**config.mk**
```make
export PLATFORM = sky130hd
export DESIGN_NAME = cfgld_top
export DESIGN_NICKNAME = d
export VERILOG_FILES = /design/src/rtl/cfgld_pkg.sv /design/src/rtl/cfgld_frchk.sv /design/src/rtl/cfgld_chain.sv /design/src/rtl/cfgld_seq.sv /design/src/rtl/cfgld_top.sv
export SDC_FILE = /design/constraint.sdc
export NUM_CORES = 1
export LEC_CHECK = 0
export ABC_AREA = 1
export BUFFER_PORTS_ARGS = -buffer_cell sky130_fd_sc_hd__buf_2
export CAP_MARGIN = 10
export CORE_ASPECT_RATIO = 1.2
export CORE_MARGIN = 2
export CORE_UTILIZATION = 38
export DETAILED_ROUTE_END_ITERATION = 6
export GPL_ROUTABILITY_DRIVEN = 0
export PLACE_DENSITY = 0.53
export SETUP_SLACK_MARGIN = 0.1
export SLEW_MARGIN = 10
export SYNTH_ARGS = -nofsm -noshare
export SYNTH_HDL_FRONTEND = slang
export SYNTH_SLANG_ARGS = --single-unit
```
**constraint.sdc**
```tcl
create_clock -name clk -period 8.3 [get_ports clk]
set_input_delay 1.66 -clock clk [delete_from_list [all_inputs] [get_ports clk]]
set_output_delay 1.66 -clock clk [all_outputs]
set_load 0.1 [all_outputs]
```
**src/rtl/cfgld_pkg.sv**
```systemverilog
package cfgld_pkg;
    localparam int LEN_W  = 24;
    localparam int PRE_W  = 4;
    localparam logic [PRE_W-1:0] PRE_CODE = 4'b0010;
    localparam int CHK_W  = 4;
    localparam int TAIL   = 4;

    typedef enum logic [2:0] {
        S_HUNT, S_LEN, S_START, S_DATA, S_CHK, S_POST, S_DONE, S_ERR
    } state_t;
endpackage

```
**src/rtl/cfgld_frchk.sv**
```systemverilog
module cfgld_frchk #(
    parameter int CHK_W = 4,
    parameter logic [CHK_W-1:0] PATTERN = 4'b0101
) (
    input  logic [CHK_W-2:0] hist_i,
    input  logic             bit_i,
    output logic             ok_o
);
    logic [CHK_W-1:0] word;
    logic [CHK_W-1:0] eq;

    assign word = {hist_i, bit_i};

    for (genvar g = 0; g < CHK_W; g++) begin : g_bit
        assign eq[g] = (word[g] == PATTERN[g]);
    end

    assign ok_o = &eq;
endmodule

```
**src/rtl/cfgld_chain.sv**
```systemverilog
module cfgld_chain (
    input  logic clk,
    input  logic rst_n,
    input  logic din,
    input  logic express,
    input  logic pass_en,
    input  logic done_d,
    output logic dout_o
);
    logic dout_d, dout_q;

    always_comb begin
        if (express)      dout_d = done_d;
        else if (pass_en) dout_d = din;
        else              dout_d = 1'b1;
    end

    always_ff @(posedge clk or negedge rst_n) begin
        if (!rst_n) dout_q <= 1'b0;
        else        dout_q <= dout_d;
    end

    assign dout_o = dout_q;
endmodule

```
**src/rtl/cfgld_seq.sv**
```systemverilog
module cfgld_seq
    import cfgld_pkg::*;
#(
    parameter int FRAME_BITS = 8,
    parameter int NUM_FRAMES = 3,
    parameter int FAST_POS   = 2,
    parameter logic [CHK_W-1:0] CHK_PATTERN = 4'b0101,
    localparam int AW  = (NUM_FRAMES > 1) ? $clog2(NUM_FRAMES) : 1,
    localparam int BW  = (FRAME_BITS > LEN_W) ? FRAME_BITS : LEN_W,
    localparam int BCW = $clog2(BW) + 1,
    localparam int CW  = LEN_W + 1
) (
    input  logic                  clk,
    input  logic                  rst_n,
    input  logic                  din,
    input  logic                  express,
    output logic                  pass_o,
    output logic                  done_d_o,
    output logic                  init_low_o,
    output logic                  done_o,
    output logic                  fast_o,
    output logic                  we_o,
    output logic [AW-1:0]         addr_o,
    output logic [FRAME_BITS-1:0] data_o
);
    typedef struct packed {
        state_t                st;
        logic [PRE_W-2:0]      hunt;
        logic [LEN_W-1:0]      len;
        logic [BCW-1:0]        bcnt;
        logic [CW-1:0]         cnt;
        logic [2:0]            pcnt;
        logic [AW-1:0]         fidx;
        logic [FRAME_BITS-1:0] data;
        logic [CHK_W-2:0]      chk;
        logic                  fast;
        logic                  err;
        logic                  done;
        logic                  we;
        logic [AW-1:0]         waddr;
        logic [FRAME_BITS-1:0] wdata;
    } seq_t;

    seq_t q, n;
    logic chk_ok;

    cfgld_frchk #(.CHK_W(CHK_W), .PATTERN(CHK_PATTERN)) u_chk (
        .hist_i (q.chk),
        .bit_i  (din),
        .ok_o   (chk_ok)
    );

    always_comb begin
        n    = q;
        n.we = 1'b0;
        if (q.st inside {S_LEN, S_START, S_DATA, S_CHK, S_POST} && (q.cnt != '1))
            n.cnt = q.cnt + 1'b1;
        case (q.st)
            S_HUNT: begin
                n.hunt = {q.hunt[PRE_W-3:0], din};
                if ({q.hunt, din} == PRE_CODE) begin
                    n.st   = S_LEN;
                    n.cnt  = CW'(PRE_W);
                    n.bcnt = '0;
                end
            end
            S_LEN: begin
                n.len = LEN_W'({q.len, din});
                if (q.bcnt == BCW'(LEN_W - 1)) begin
                    n.st   = S_START;
                    n.bcnt = '0;
                end else begin
                    n.bcnt = q.bcnt + 1'b1;
                end
            end
            S_START: begin
                if (din) begin
                    n.st  = S_ERR;
                    n.err = 1'b1;
                end else begin
                    n.st   = S_DATA;
                    n.bcnt = '0;
                end
            end
            S_DATA: begin
                n.data = FRAME_BITS'({q.data, din});
                if (q.fidx == '0 && q.bcnt == BCW'(FAST_POS) && din)
                    n.fast = 1'b1;
                if (q.bcnt == BCW'(FRAME_BITS - 1)) begin
                    n.st   = S_CHK;
                    n.bcnt = '0;
                end else begin
                    n.bcnt = q.bcnt + 1'b1;
                end
            end
            S_CHK: begin
                n.chk = (CHK_W-1)'({q.chk, din});
                if (q.bcnt == BCW'(CHK_W - 1)) begin
                    n.bcnt = '0;
                    if (chk_ok) begin
                        n.we    = 1'b1;
                        n.waddr = q.fidx;
                        n.wdata = q.data;
                        if (q.fidx == AW'(NUM_FRAMES - 1)) begin
                            n.st   = S_POST;
                            n.pcnt = '0;
                        end else begin
                            n.st   = S_START;
                            n.fidx = q.fidx + 1'b1;
                        end
                    end else begin
                        n.st  = S_ERR;
                        n.err = 1'b1;
                    end
                end else begin
                    n.bcnt = q.bcnt + 1'b1;
                end
            end
            S_POST: begin
                if (q.pcnt != 3'(TAIL)) n.pcnt = q.pcnt + 1'b1;
            end
            default: ;
        endcase
        if (n.st == S_POST) begin
            if (express ? (n.pcnt == 3'(TAIL))
                        : (n.cnt >= ({1'b0, n.len} + CW'(TAIL)))) begin
                n.st   = S_DONE;
                n.done = 1'b1;
            end
        end
    end

    always_ff @(posedge clk or negedge rst_n) begin
        if (!rst_n) begin
            q      <= '0;
            q.st   <= S_HUNT;
            q.hunt <= '1;
        end else begin
            q <= n;
        end
    end

    assign pass_o     = q.st inside {S_HUNT, S_LEN, S_POST, S_DONE};
    assign done_d_o   = n.done;
    assign init_low_o = q.err;
    assign done_o     = q.done;
    assign fast_o     = q.fast;
    assign we_o       = q.we;
    assign addr_o     = q.waddr;
    assign data_o     = q.wdata;

    // the error request is sticky until reset
    a_r5_err_sticky: assert property (@(posedge clk) disable iff (!rst_n)
        $past(init_low_o) |-> init_low_o);
    // no frame write once an error is flagged
    a_r5_no_write_after_err: assert property (@(posedge clk) disable iff (!rst_n)
        init_low_o |-> !we_o);
    // a write strobe lasts one clock
    a_r4_we_single: assert property (@(posedge clk) disable iff (!rst_n)
        we_o |=> !we_o);
    // done is sticky and never coexists with an error
    a_r7_done_sticky: assert property (@(posedge clk) disable iff (!rst_n)
        $past(done_o) |-> done_o);
    a_r7_done_not_err: assert property (@(posedge clk) disable iff (!rst_n)
        !(done_o && init_low_o));
    // fast select is sticky
    a_r9_fast_sticky: assert property (@(posedge clk) disable iff (!rst_n)
        $past(fast_o) |-> fast_o);
endmodule

```
**src/rtl/cfgld_top.sv**
```systemverilog
module cfgld_top
    import cfgld_pkg::*;
#(
    parameter int FRAME_BITS = 8,
    parameter int NUM_FRAMES = 3,
    parameter int FAST_POS   = 2,
    parameter logic [CHK_W-1:0] CHK_PATTERN = 4'b0101,
    localparam int AW = (NUM_FRAMES > 1) ? $clog2(NUM_FRAMES) : 1
) (
    input  logic                  clk,
    input  logic                  rst_n,
    input  logic                  cfg_din,
    input  logic                  express_en,
    output logic                  chain_out,
    output logic                  init_low_o,
    output logic                  cfg_done,
    output logic                  fast_clk_sel,
    output logic                  mem_we,
    output logic [AW-1:0]         mem_addr,
    output logic [FRAME_BITS-1:0] mem_data
);
    logic pass_en, done_d;

    cfgld_seq #(
        .FRAME_BITS (FRAME_BITS),
        .NUM_FRAMES (NUM_FRAMES),
        .FAST_POS   (FAST_POS),
        .CHK_PATTERN(CHK_PATTERN)
    ) u_seq (
        .clk        (clk),
        .rst_n      (rst_n),
        .din        (cfg_din),
        .express    (express_en),
        .pass_o     (pass_en),
        .done_d_o   (done_d),
        .init_low_o (init_low_o),
        .done_o     (cfg_done),
        .fast_o     (fast_clk_sel),
        .we_o       (mem_we),
        .addr_o     (mem_addr),
        .data_o     (mem_data)
    );

    cfgld_chain u_chain (
        .clk     (clk),
        .rst_n   (rst_n),
        .din     (cfg_din),
        .express (express_en),
        .pass_en (pass_en),
        .done_d  (done_d),
        .dout_o  (chain_out)
    );

    // in express mode the chain output is the completion enable
    a_r8_express_enable: assert property (@(posedge clk) disable iff (!rst_n)
        express_en |-> (chain_out == cfg_done));
    // normal mode keeps the chain high while a frame is being written
    a_r3_high_on_write: assert property (@(posedge clk) disable iff (!rst_n)
        (mem_we && !express_en) |-> chain_out);
endmodule

```
==> results.json <==
{
  "antenna_found_initial": 0,
  "place_ws_ns": 3.79,
  "finalCritPeriodShare_pct": 50.7,
  "rows": 49,
  "status": "finished clean",
  "hold_slack_ns": 0.465,
  "fin_setup_tns_ns": 0,
  "postCtsHoldBufs": 0,
  "synth.distinct_cells": 43,
  "clk_path_buf_depth": 2,
  "fp.dieArea_um2": 16300,
  "syn_nets": 794,
  "io_pins": 19,
  "syn_area_um2": 5820,
  "cp_data_arrival_time_ns": 4.46,
  "grt-ovfl-total": 0,
  "pwr_density_cell_nw_per_um2": 313,
  "synthArstFlopShare_pct": 100,
  "post-cts-setup-buffers": 0,
  "worstPathRequired_ns": 8.55,
  "vias": 4898,
  "synth_edf_count": 0,
  "firstDrtPassIters": 4,
  "period_needed_ns": 4.21,
  "fin_area_um2": 6340,
  "ys_seq_area_share_pct": 39.6,
  "rsz0062_at_grt": "no",
  "place_area_um2": 6030,
  "cts_resized": 0,
  "grt_pass1_wl_mm": 23.4,
  "synth_cells": 757,
  "timing.fmax_ghz": 0.237,
  "tritoncts": "yes",
  "root_buffer": "clkbuf_16",
  "drtIter0Drc": 293,
  "power_mw": 1.98,
  "synth_warnings": 0,
  "setup_viol": 0,
  "fp.coreArea_um2": 15000,
  "h-tree-depth": 3,
  "maxCapViolations": 0,
  "die_w_um": 117,
  "antenna_left": 0,
  "syn_area_per_cell_um2": 7.69,
  "syn_to_final_growth_pct": 8.94,
  "worst_slack_ns": 4.09,
  "hold_class": "reg -> reg",
  "initial_core_util_pct": 38.9,
  "skew_ns": 0.00679,
  "wl_per_cell_um": 14.3,
  "grt_max_degree": 54,
  "drv_slew": 0,
  "synthFlopType": "dfrtp_1",
  "layout-drive-gt1-share_pct": 10.5,
  "cts.clk_slew.worst_paths_ns": 0.07,
  "drc": 0,
  "end_kind": "register",
  "clock_latency_ns": 0.36,
  "path_class": "reg -> reg",
  "vdd_drop_max_mv": 0.100,
  "antennaDiodeCount": 0,
  "critPathLaunchType": "register",
  "routed_wirelength_mm": 13.9,
  "hpwl_mm": 10.7,
  "nets": 803,
  "tightest_slew_ns": 0.994,
  "ys_seq_elements": 92,
  "numCtsBuffers": 9,
  "hold_viol": 0,
  "cp_max_fo": 30,
  "cts_sinks": 92,
  "die-height_um": 140,
  "relSlewSlack_pct": 33.5,
  "routed_via_density": 5.02,
  "portBuffers": 18,
  "power.leakage_nw": 2.89,
  "grt_usage_pct": 18.4,
  "grt_pass1_vias": 4800
}
==> stage by stage <==
step | cells | util [%]
after floorplan | 757 | -
after global placement | 959 | 40.3
after detailed placement | 959 | 40.3
after CTS | 975 | 42.4
after global routing | 975 | 42.4
final | 975 | 42.4
==> synthesized netlist by cell type, types with 2 or more instances <==
cell type / n / area share, %
o21ai_2: 10 / 1.5
nor2_1: 64 / 4.1
o22ai_1: 4 / 0.43
nand2_1: 181 / 12
nand3_1: 35 / 3.0
buf_6: 3 / 0.58
buf_4: 11 / 1.4
xnor2_1: 12 / 1.8
ha_1: 33 / 7.1
nand2_2: 8 / 0.86
a21oi_1: 33 / 2.8
buf_2: 3 / 0.26
inv_2: 7 / 0.45
nand4_1: 15 / 1.6
nor3b_2: 2 / 0.43
nor2_4: 4 / 0.77
xor2_1: 26 / 3.9
nand3_2: 2 / 0.34
inv_1: 104 / 6.7
dfstp_2: 3 / 1.4
nor4_1: 7 / 0.75
nor3_1: 15 / 1.3
a211oi_1: 6 / 0.77
o21ai_1: 11 / 0.95
dfrtp_1: 89 / 38
nor2_2: 4 / 0.43
o21ai_0: 42 / 3.6
o21a_1: 2 / 0.26
clkbuf_1: 5 / 0.32
or2_2: 3 / 0.32
==> where the power goes <==
part	switching, mW	internal, mW
logic	0.593	0.273
clock network	0.201	0.239
registers	0.104	0.572
total	0.898	1.08
==> flip-flops by register name, summed over array words and instances, names as in the netlist <==
name	flops
u_seq.done_o	1
u_chain.dout_o	1
u_seq.data_o	8
u_seq.we_o	1
u_seq.fast_o	1
u_seq.addr_o	2
u_seq.init_low_o	1
u_seq.q	77
==> final cells by class <==
class | instances | area [um2]
flip-flops and latches | 92 | 2310
clock inverters | 7 | 82.6
well taps | 204 | 255
multi-input cells | 531 | 2940
fillers | 1551 | 8620
repair buffers | 20 | 108
inverters | 112 | 420
clock buffers | 9 | 225
==> final timing paths <==
kind | start | endpoint | slack, ns | cells after the start
max in group asynchronous | rst_n | u_seq.q[72]$_DFF_PN0_ | 5.95 | 2
worst max register to register | u_seq.q[90]$_DFF_PN0_ | u_seq.q[88]$_DFF_PN0_ | 4.09 | 21
worst min-delay path | u_seq.fast_o$_DFFE_PN0P_ | u_seq.fast_o$_DFFE_PN0P_ | 0.47 | 2
worst max-delay path | u_seq.q[90]$_DFF_PN0_ | u_seq.q[88]$_DFF_PN0_ | 4.09 | 21
min in group asynchronous | rst_n | u_seq.q[89]$_DFF_PN0_ | 1.27 | 1
worst min register to register | u_seq.fast_o$_DFFE_PN0P_ | u_seq.fast_o$_DFFE_PN0P_ | 0.47 | 2
==> layout by cell type (no fill, tap or decap), types with 2 or more instances in the layout <==
cell type	netlist	layout
inv_2	7	7
o21ai_0	42	42
or2_2	3	3
nor4_1	7	7
nor3b_2	2	2
buf_2	3	17
nand3_2	2	2
nor2_1	64	64
inv_8	0	2
buf_4	11	3
a21oi_1	33	33
xnor2_1	12	12
a211oi_1	6	6
xor2_1	26	26
nor2_2	4	4
inv_1	104	104
nor2_4	4	4
o21a_1	2	2
ha_1	33	33
nor3_1	15	15
clkbuf_16	0	9
o21ai_2	10	10
nand4_1	15	15
nand2_2	8	8
dfstp_2	3	3
o21ai_1	11	11
nand2_1	181	181
nand3_1	35	35
o22ai_1	4	4
dfrtp_1	89	89
==> kinds of logic (layout without fill, tap and decap cells) <==
| logic type | after synthesis | after routing | synth area share, % |
|---|---|---|---|
| buffers and inverters | 134 | 148 | 9.80 |
| flip-flops | 92 | 92 | 39.6 |
| XOR/XNOR | 38 | 38 | 5.72 |
| adder cells (fa/ha/maj) | 33 | 33 | 7.10 |
| AND/OR/NAND/NOR | 343 | 343 | 26.1 |
| AO/OA/AOI/OAI | 117 | 117 | 11.7 |
==> layer usage <==
metal | global-route usage (%) | share of wire, %
met1 | 21.5 | 42
met2 | 32.7 | 52
met3 | 2.44 | 2.4
met5 | 0 | 0
met4 | 8.48 | 3.3
==> worst max-delay path: stages (launching register included) <==
cell	delay (ns)
dfrtp_1	0.45
inv_2	0.18
nand3_2	0.54
o21ai_1	0.54
inv_1	0.20
ha_1	0.30
nand3_2	0.11
nor2_4	0.06
nand2_2	0.08
xnor2_1	0.14
inv_1	0.06
ha_1	0.29
nand2_1	0.08
nor2_1	0.21
nand3_1	0.10
nor2_1	0.18
nand2_1	0.08
nand3_1	0.09
nor2_1	0.06
nor2_1	0.09
nand2_1	0.09
and3_1	0.16
Power figures use the tool's default switching activity.
